**src/rtl/afifo_pkg.sv**
```systemverilog
package afifo_pkg;
  localparam int SAMPLE_W = 32;
  localparam int HALF_W   = SAMPLE_W / 2;
  localparam int QTR_W    = SAMPLE_W / 4;
  localparam int TRI_W    = (3 * SAMPLE_W) / 4;

  typedef enum logic [1:0] {
    FMT_FULL  = 2'd0,
    FMT_HALF  = 2'd1,
    FMT_QTR   = 2'd2,
    FMT_TRI   = 2'd3
  } fmt_e;

  // Take the top bits of a sample and sign-extend them to the full width.
  function automatic logic [SAMPLE_W-1:0] shape_word(input logic [SAMPLE_W-1:0] raw,
                                                     input fmt_e f);
    logic [SAMPLE_W-1:0] r;
    case (f)
      FMT_HALF: r = {{(SAMPLE_W-HALF_W){raw[SAMPLE_W-1]}}, raw[SAMPLE_W-1 -: HALF_W]};
      FMT_QTR:  r = {{(SAMPLE_W-QTR_W){raw[SAMPLE_W-1]}},  raw[SAMPLE_W-1 -: QTR_W]};
      FMT_TRI:  r = {{(SAMPLE_W-TRI_W){raw[SAMPLE_W-1]}},  raw[SAMPLE_W-1 -: TRI_W]};
      default:  r = raw;
    endcase
    return r;
  endfunction

  // Occupancy versus threshold; both widened before the compare.
  function automatic logic at_or_above(input logic [7:0] count, input logic [7:0] lvl);
    return count >= lvl;
  endfunction
endpackage

```
**src/rtl/afifo_store.sv**
```systemverilog
module afifo_store #(
  parameter int DEPTH = 32,
  parameter int DW    = 32,
  localparam int AW   = $clog2(DEPTH)
) (
  input  logic          clk,
  input  logic          we,
  input  logic [AW-1:0] waddr,
  input  logic [DW-1:0] wdata,
  input  logic [AW-1:0] raddr,
  output logic [DW-1:0] rdata
);
  logic [DW-1:0] cells [DEPTH];

  always_ff @(posedge clk) begin
    if (we) cells[waddr] <= wdata;
  end

  assign rdata = cells[raddr];
endmodule

```
**src/rtl/afifo_ctrl.sv**
```systemverilog
module afifo_ctrl #(
  parameter int DEPTH = 32,
  localparam int AW   = $clog2(DEPTH),
  localparam int CW   = AW + 1
) (
  input  logic          clk,
  input  logic          rst_n,
  input  logic          enable,
  input  logic          push_req,
  input  logic          pop_req,
  output logic [AW-1:0] wptr,
  output logic [AW-1:0] rptr,
  output logic [CW-1:0] count,
  output logic          push_ok,
  output logic          pop_ok,
  output logic          is_full,
  output logic          is_empty
);
  localparam logic [CW-1:0] CAP = CW'(DEPTH);

  assign is_full  = (count == CAP);
  assign is_empty = (count == '0);
  assign push_ok  = enable && push_req && !is_full;
  assign pop_ok   = pop_req && !is_empty;

  always_ff @(posedge clk) begin
    if (!rst_n || !enable) begin
      wptr  <= '0;
      rptr  <= '0;
      count <= '0;
    end else begin
      if (push_ok) wptr <= wptr + 1'b1;
      if (pop_ok)  rptr <= rptr + 1'b1;
      case ({push_ok, pop_ok})
        2'b10:   count <= count + 1'b1;
        2'b01:   count <= count - 1'b1;
        default: count <= count;
      endcase
    end
  end
endmodule

```
**src/rtl/afifo_hold.sv**
```systemverilog
module afifo_hold #(
  parameter int DW = 32
) (
  input  logic          clk,
  input  logic          rst_n,
  input  logic          capture,
  input  logic          use_held,
  input  logic [DW-1:0] head,
  output logic [DW-1:0] sel_word
);
  logic [DW-1:0] held_q;

  always_ff @(posedge clk) begin
    if (!rst_n)       held_q <= '0;
    else if (capture) held_q <= head;
  end

  assign sel_word = use_held ? held_q : head;
endmodule

```
**src/rtl/audio_rx_fifo.sv**
```systemverilog
module audio_rx_fifo
  import afifo_pkg::*;
#(
  parameter int DEPTH  = 32,
  parameter int TH_W   = 4,
  localparam int AW    = $clog2(DEPTH),
  localparam int CW    = AW + 1
) (
  input  logic                clk,
  input  logic                rst_n,
  input  logic                conv_en,
  input  logic                wr_valid,
  input  logic [SAMPLE_W-1:0] wr_word,
  input  logic                rd_pop,
  input  logic [1:0]          width_sel,
  input  logic [TH_W-1:0]     thresh_lvl,
  input  logic                thresh_ie,
  output logic [SAMPLE_W-1:0] rd_word,
  output logic                stat_full,
  output logic                stat_empty,
  output logic [AW-1:0]       stat_level,
  output logic                stat_thresh,
  output logic                thresh_irq
);
  logic [AW-1:0]       wptr, rptr;
  logic [CW-1:0]       count;
  logic                push_ok, pop_ok, is_full, is_empty;
  logic [SAMPLE_W-1:0] head_word, chosen_raw;
  logic                empty_pop;

  afifo_ctrl #(.DEPTH(DEPTH)) ctrl_i (
    .clk(clk), .rst_n(rst_n), .enable(conv_en),
    .push_req(wr_valid), .pop_req(rd_pop),
    .wptr(wptr), .rptr(rptr), .count(count),
    .push_ok(push_ok), .pop_ok(pop_ok),
    .is_full(is_full), .is_empty(is_empty)
  );

  afifo_store #(.DEPTH(DEPTH), .DW(SAMPLE_W)) store_i (
    .clk(clk), .we(push_ok), .waddr(wptr), .wdata(wr_word),
    .raddr(rptr), .rdata(head_word)
  );

  afifo_hold #(.DW(SAMPLE_W)) hold_i (
    .clk(clk), .rst_n(rst_n), .capture(pop_ok), .use_held(is_empty),
    .head(head_word), .sel_word(chosen_raw)
  );

  assign empty_pop   = rd_pop && is_empty;
  assign rd_word     = shape_word(chosen_raw, fmt_e'(width_sel));
  assign stat_full   = is_full;
  assign stat_empty  = is_empty;
  assign stat_level  = count[AW-1:0];
  assign stat_thresh = at_or_above(8'(count), 8'(thresh_lvl));
  assign thresh_irq  = stat_thresh && thresh_ie;
endmodule

```
**config.mk**
```make
export PLATFORM = sky130hd
export DESIGN_NAME = audio_rx_fifo
export DESIGN_NICKNAME = d
export VERILOG_FILES = /design/src/rtl/afifo_pkg.sv /design/src/rtl/afifo_store.sv /design/src/rtl/afifo_ctrl.sv /design/src/rtl/afifo_hold.sv /design/src/rtl/audio_rx_fifo.sv
export SDC_FILE = /design/constraint.sdc
export NUM_CORES = 1
export LEC_CHECK = 0
export BUFFER_PORTS_ARGS = -buffer_cell sky130_fd_sc_hd__buf_2
export CAP_MARGIN = 5
export CELL_PAD_IN_SITES_DETAIL_PLACEMENT = 1
export CELL_PAD_IN_SITES_GLOBAL_PLACEMENT = 1
export CORE_UTILIZATION = 59
export CTS_CLUSTER_DIAMETER = 120
export DETAILED_ROUTE_END_ITERATION = 7
export HOLD_SLACK_MARGIN = 0.15
export PLACE_DENSITY_LB_ADDON = 0.1
export SYNTH_ARGS = -nofsm -noshare
export SYNTH_HDL_FRONTEND = slang
export SYNTH_SLANG_ARGS = --single-unit
```
**constraint.sdc**
```tcl
create_clock -name clk -period 10.8 [get_ports clk]
set_input_delay 1.62 -clock clk [delete_from_list [all_inputs] [get_ports clk]]
set_output_delay 1.62 -clock clk [all_outputs]
set_load 0.02 [all_outputs]
```
==> load_flow_metrics.sql <==
INSERT INTO impl_metrics (metric_group, metric, value, unit) VALUES
('status', 'run_status', 'finished clean', ''),
('min_path', 'min_path_type', 'reg2reg', ''),
('placed_design', 'placement.io_buffers', '84', ''),
('synthesis', 'xor_xnor_fraction_of_synth_area', '0.00266', ''),
('power_and_ir_drop', 'clockPowerShare', '0.434', ''),
('worst_setup_path', 'cp_max_fo', '61', ''),
('job', 'max_cap_violations', '0', ''),
('floorplan', 'fp.coreArea', '71600', 'µm²'),
('worst_setup_path', 'path_class', 'reg2out', ''),
('finish', 'most_frequent_cells_in_the_layout', 'sky130_fd_sc_hd__edfxtp_1, sky130_fd_sc_hd__mux4_2, sky130_fd_sc_hd__mux2i_1, sky130_fd_sc_hd__clkbuf_16, sky130_fd_sc_hd__buf_2', ''),
('floorplan', 'core.rowCount', '98', ''),
('floorplan', 'floorplan.initialDensity', '0.597', ''),
('synthesis', 'synth_edf_count', '1024', ''),
('sta', 'fin_crit_sh', '0.635', ''),
('synthesis', 'synth_seq_area_share', '0.744', ''),
('sta', 'post-route-worst-setup-slack', '3940', 'ps'),
('floorplan', 'die_w', '271', 'µm'),
('floorplan', 'die_h', '271', 'µm'),
('clocking', 'max-clock-path-buffers', '3', ''),
('floorplan', 'overall_die_area', '73500', 'µm²'),
('synthesis', 'synth.lib_cells_used.distinct', '67', ''),
('sta', 'finalHoldViolations', '0', ''),
('finish', 'num-nets-final', '2440', ''),
('sta', 'slew_violations', '0', ''),
('global_route', 'grt_first_pass_wirelength', '169', 'mm'),
('sta', 'whs', '501', 'ps'),
('drt', 'post-route-drc-count', '0', ''),
('synthesis', 'synth_top_family_by_area', 'multiplexers', ''),
('synthesis', 'post_synth.cell_area_avg', '18.8', 'µm²'),
('global_route', 'first_global_vias', '24300', ''),
('clocking', 'cts.hold.buffers_added', '0', ''),
('drt', 'num_vias', '23300', ''),
('power_and_ir_drop', 'netSwitchingFraction', '0.207', ''),
('placed_design', 'gp_routability_congestion', '0.907', ''),
('worst_setup_path', 'critical_path.cell_chain', 'buf_4 > buf_4 > mux4_2 > a22oi_1 > and4_1 > a21oi_1 > o2bb2ai_1 > a21o_1 > buf_2', ''),
('finish', 'final_common_cell', 'sky130_fd_sc_hd__edfxtp_1', ''),
('synthesis', 'netlist_area', '42700', 'µm²'),
('drt', 'wirelength', '118', 'mm'),
('sta', 'fin_worst_skew', '37.5', 'ps'),
('power_and_ir_drop', 'power.net_switching', '1780', 'µW'),
('sta', 'max_slew_margin_vs_limit', '0.158', ''),
('sta', 'setup-violations-final', '0', ''),
('finish', 'postLayoutCoreUtil', '0.667', ''),
('clocking', 'tritoncts', 'yes', ''),
('sta', 'fmax', '146', 'MHz'),
('synthesis', 'ys.flop_type', 'sky130_fd_sc_hd__edfxtp_1', ''),
('worst_setup_path', 'crit_required', '9180', 'ps'),
('clocking', 'post_cts.repair.setup_buffers', '0', ''),
('power_and_ir_drop', 'internal_power', '6810', 'µW'),
('finish', 'area_delta_synth_final', '11.7', '%'),
('finish', 'drive_above_1_share', '0.218', ''),
('synthesis', 'synth.ff_latch_count', '1077', ''),
('clocking', 'cts_resized', '0', ''),
('global_route', 'globalRoute.totalOverflow', '0', ''),
('synthesis', 'synthArstFlopShare', '0', ''),
('synthesis', 'synth.net_count', '2326', ''),
('global_route', 'antenna_violations_before_repair', '7', ''),
('synthesis', 'synth_adder_area_share', '0.00351', ''),
('worst_setup_path', 'worstPathBufferInverterCount', '3', ''),
('power_and_ir_drop', 'share_comb_of_total_power', '0.032', ''),
('power_and_ir_drop', 'vdd_ir_drop_max', '148', 'µV'),
('global_route', 'grt_start_max_net_pins', '124', ''),
('power_and_ir_drop', 'powerDensity', '180', 'nW/µm²'),
('worst_setup_path', 'timing.critical_path.to_type', 'output pin', ''),
('drt', 'route.detailed.wl_per_inst', '34.5', 'µm'),
('sta', 'timing.final.crit_period', '6860', 'ps'),
('drt', 'drt-pass1-iter-count', '6', ''),
('clocking', 'cts-root-buf', 'sky130_fd_sc_hd__clkbuf_16', ''),
('worst_setup_path', 'worst_path_largest_cell_delay', '910', 'ps'),
('worst_setup_path', 'path_delay_family', 'buffers and inverters', ''),
('clocking', 'cts-buffers-inserted', '107', '');
-- power groups by stage --
stage | clock network (µW) | logic, µW | registers (µW)
CTS | 3760 | 275 | 4590
global route | 3890 | 296 | 4590
global placement | 0 | 261 | 4680
finish | 3730 | 278 | 4590
floorplan | 0 | 145 | 4680
detailed placement | 0 | 273 | 4680
-- metrics by stage --
step	cell area (µm²)	instances
3_5_place_dp	44200	3225
3_3_place_gp	44200	3225
4_1_cts	47700	3419
2_1_floorplan	42700	2270
6_report	47700	3420
5_1_grt	47700	3419
-- synthesized netlist by cell type, types with 7 or more instances --
cell type,n,share of area
sky130_fd_sc_hd__nand2_1,78,0.0069
sky130_fd_sc_hd__nand4_1,9,0.0013
sky130_fd_sc_hd__mux2i_1,170,0.040
sky130_fd_sc_hd__nand3_1,35,0.0041
sky130_fd_sc_hd__buf_2,35,0.0041
sky130_fd_sc_hd__o221ai_1,13,0.0027
sky130_fd_sc_hd__a211oi_1,14,0.0025
sky130_fd_sc_hd__mux2_2,15,0.0040
sky130_fd_sc_hd__nor2b_1,12,0.0018
sky130_fd_sc_hd__a221oi_1,23,0.0047
sky130_fd_sc_hd__inv_1,29,0.0025
sky130_fd_sc_hd__a31oi_1,13,0.0019
sky130_fd_sc_hd__and4_1,7,0.0014
sky130_fd_sc_hd__a21oi_1,31,0.0036
sky130_fd_sc_hd__a221o_1,18,0.0042
sky130_fd_sc_hd__nor3b_1,8,0.0014
sky130_fd_sc_hd__mux4_2,178,0.094
sky130_fd_sc_hd__a21o_1,14,0.0025
sky130_fd_sc_hd__or3_1,22,0.0032
sky130_fd_sc_hd__o22ai_1,21,0.0031
sky130_fd_sc_hd__dfxtp_1,53,0.025
sky130_fd_sc_hd__nor3_1,22,0.0026
sky130_fd_sc_hd__buf_6,12,0.0032
sky130_fd_sc_hd__o211a_1,8,0.0019
sky130_fd_sc_hd__ha_1,12,0.0035
sky130_fd_sc_hd__and2_1,13,0.0019
sky130_fd_sc_hd__nand2b_1,14,0.0020
sky130_fd_sc_hd__nor2_1,112,0.0098
sky130_fd_sc_hd__a22o_1,12,0.0025
sky130_fd_sc_hd__clkbuf_1,43,0.0038
sky130_fd_sc_hd__buf_4,36,0.0063
sky130_fd_sc_hd__a22oi_1,49,0.0086
sky130_fd_sc_hd__o21ai_0,30,0.0035
sky130_fd_sc_hd__xor2_1,9,0.0018
sky130_fd_sc_hd__a32o_1,9,0.0021
sky130_fd_sc_hd__edfxtp_1,1024,0.72
-- flip-flops by register name, indices dropped and copies added (netlist names), named ones only --
| signal | flops |
|---|---|
| store_i.cells | 1024 |
| ctrl_i.count | 6 |
| ctrl_i.wptr | 5 |
| ctrl_i.rptr | 5 |
| hold_i.held_q | 32 |
-- final cells by class --
cell class / instances / area, µm² / area share
sequential: 1077 / 31800 / 0.667
multi-input combinational: 1029 / 10300 / 0.216
clock buffer: 126 / 2790 / 0.0585
tap: 950 / 1190 / 0.0249
timing repair buffer: 138 / 838 / 0.0176
clock inverter: 68 / 683 / 0.0143
inverter: 31 / 116 / 0.00244
antenna: 1 / 2.50 / 0.0000524
-- worst register-to-register path, delay by kind of cell, from the launching register on --
family | cells | cell delay [ps]
simple gates | 5 | 2040
compound gates | 3 | 510
buf+inv | 2 | 500
xor+xnor | 2 | 350
fa+ha+maj | 2 | 610
flops | 1 | 390
-- per-layer routing --
layer,global-route usage,vias to the layer above,part of all wire
met3,0.0717,238,0.092
met5,0.00257,-,0.00086
met4,0.122,12,0.036
met2,0.517,1242,0.48
li1,-,9504,-
met1,0.447,12300,0.39
-- final timing paths --
path                                         from                 to  slack (ps)  cells past startpoint
worst max register to register    ctrl_i.count[1]    ctrl_i.count[4]        6260                     14
worst min register to register  hold_i.held_q[30]  hold_i.held_q[30]         500                      1
worst max-delay path                    flip-flop         rd_word[1]        3940                      9
worst min-delay path            hold_i.held_q[30]  hold_i.held_q[30]         500                      1
-- cells by family after synthesis --
logic type,after synthesis
flops,1077
mux,363
simple gates,349
compound gates,292
buf+inv,164
xor+xnor,13
fa+ha+maj,12
Note: power is estimated with default switching activity, not from simulation.
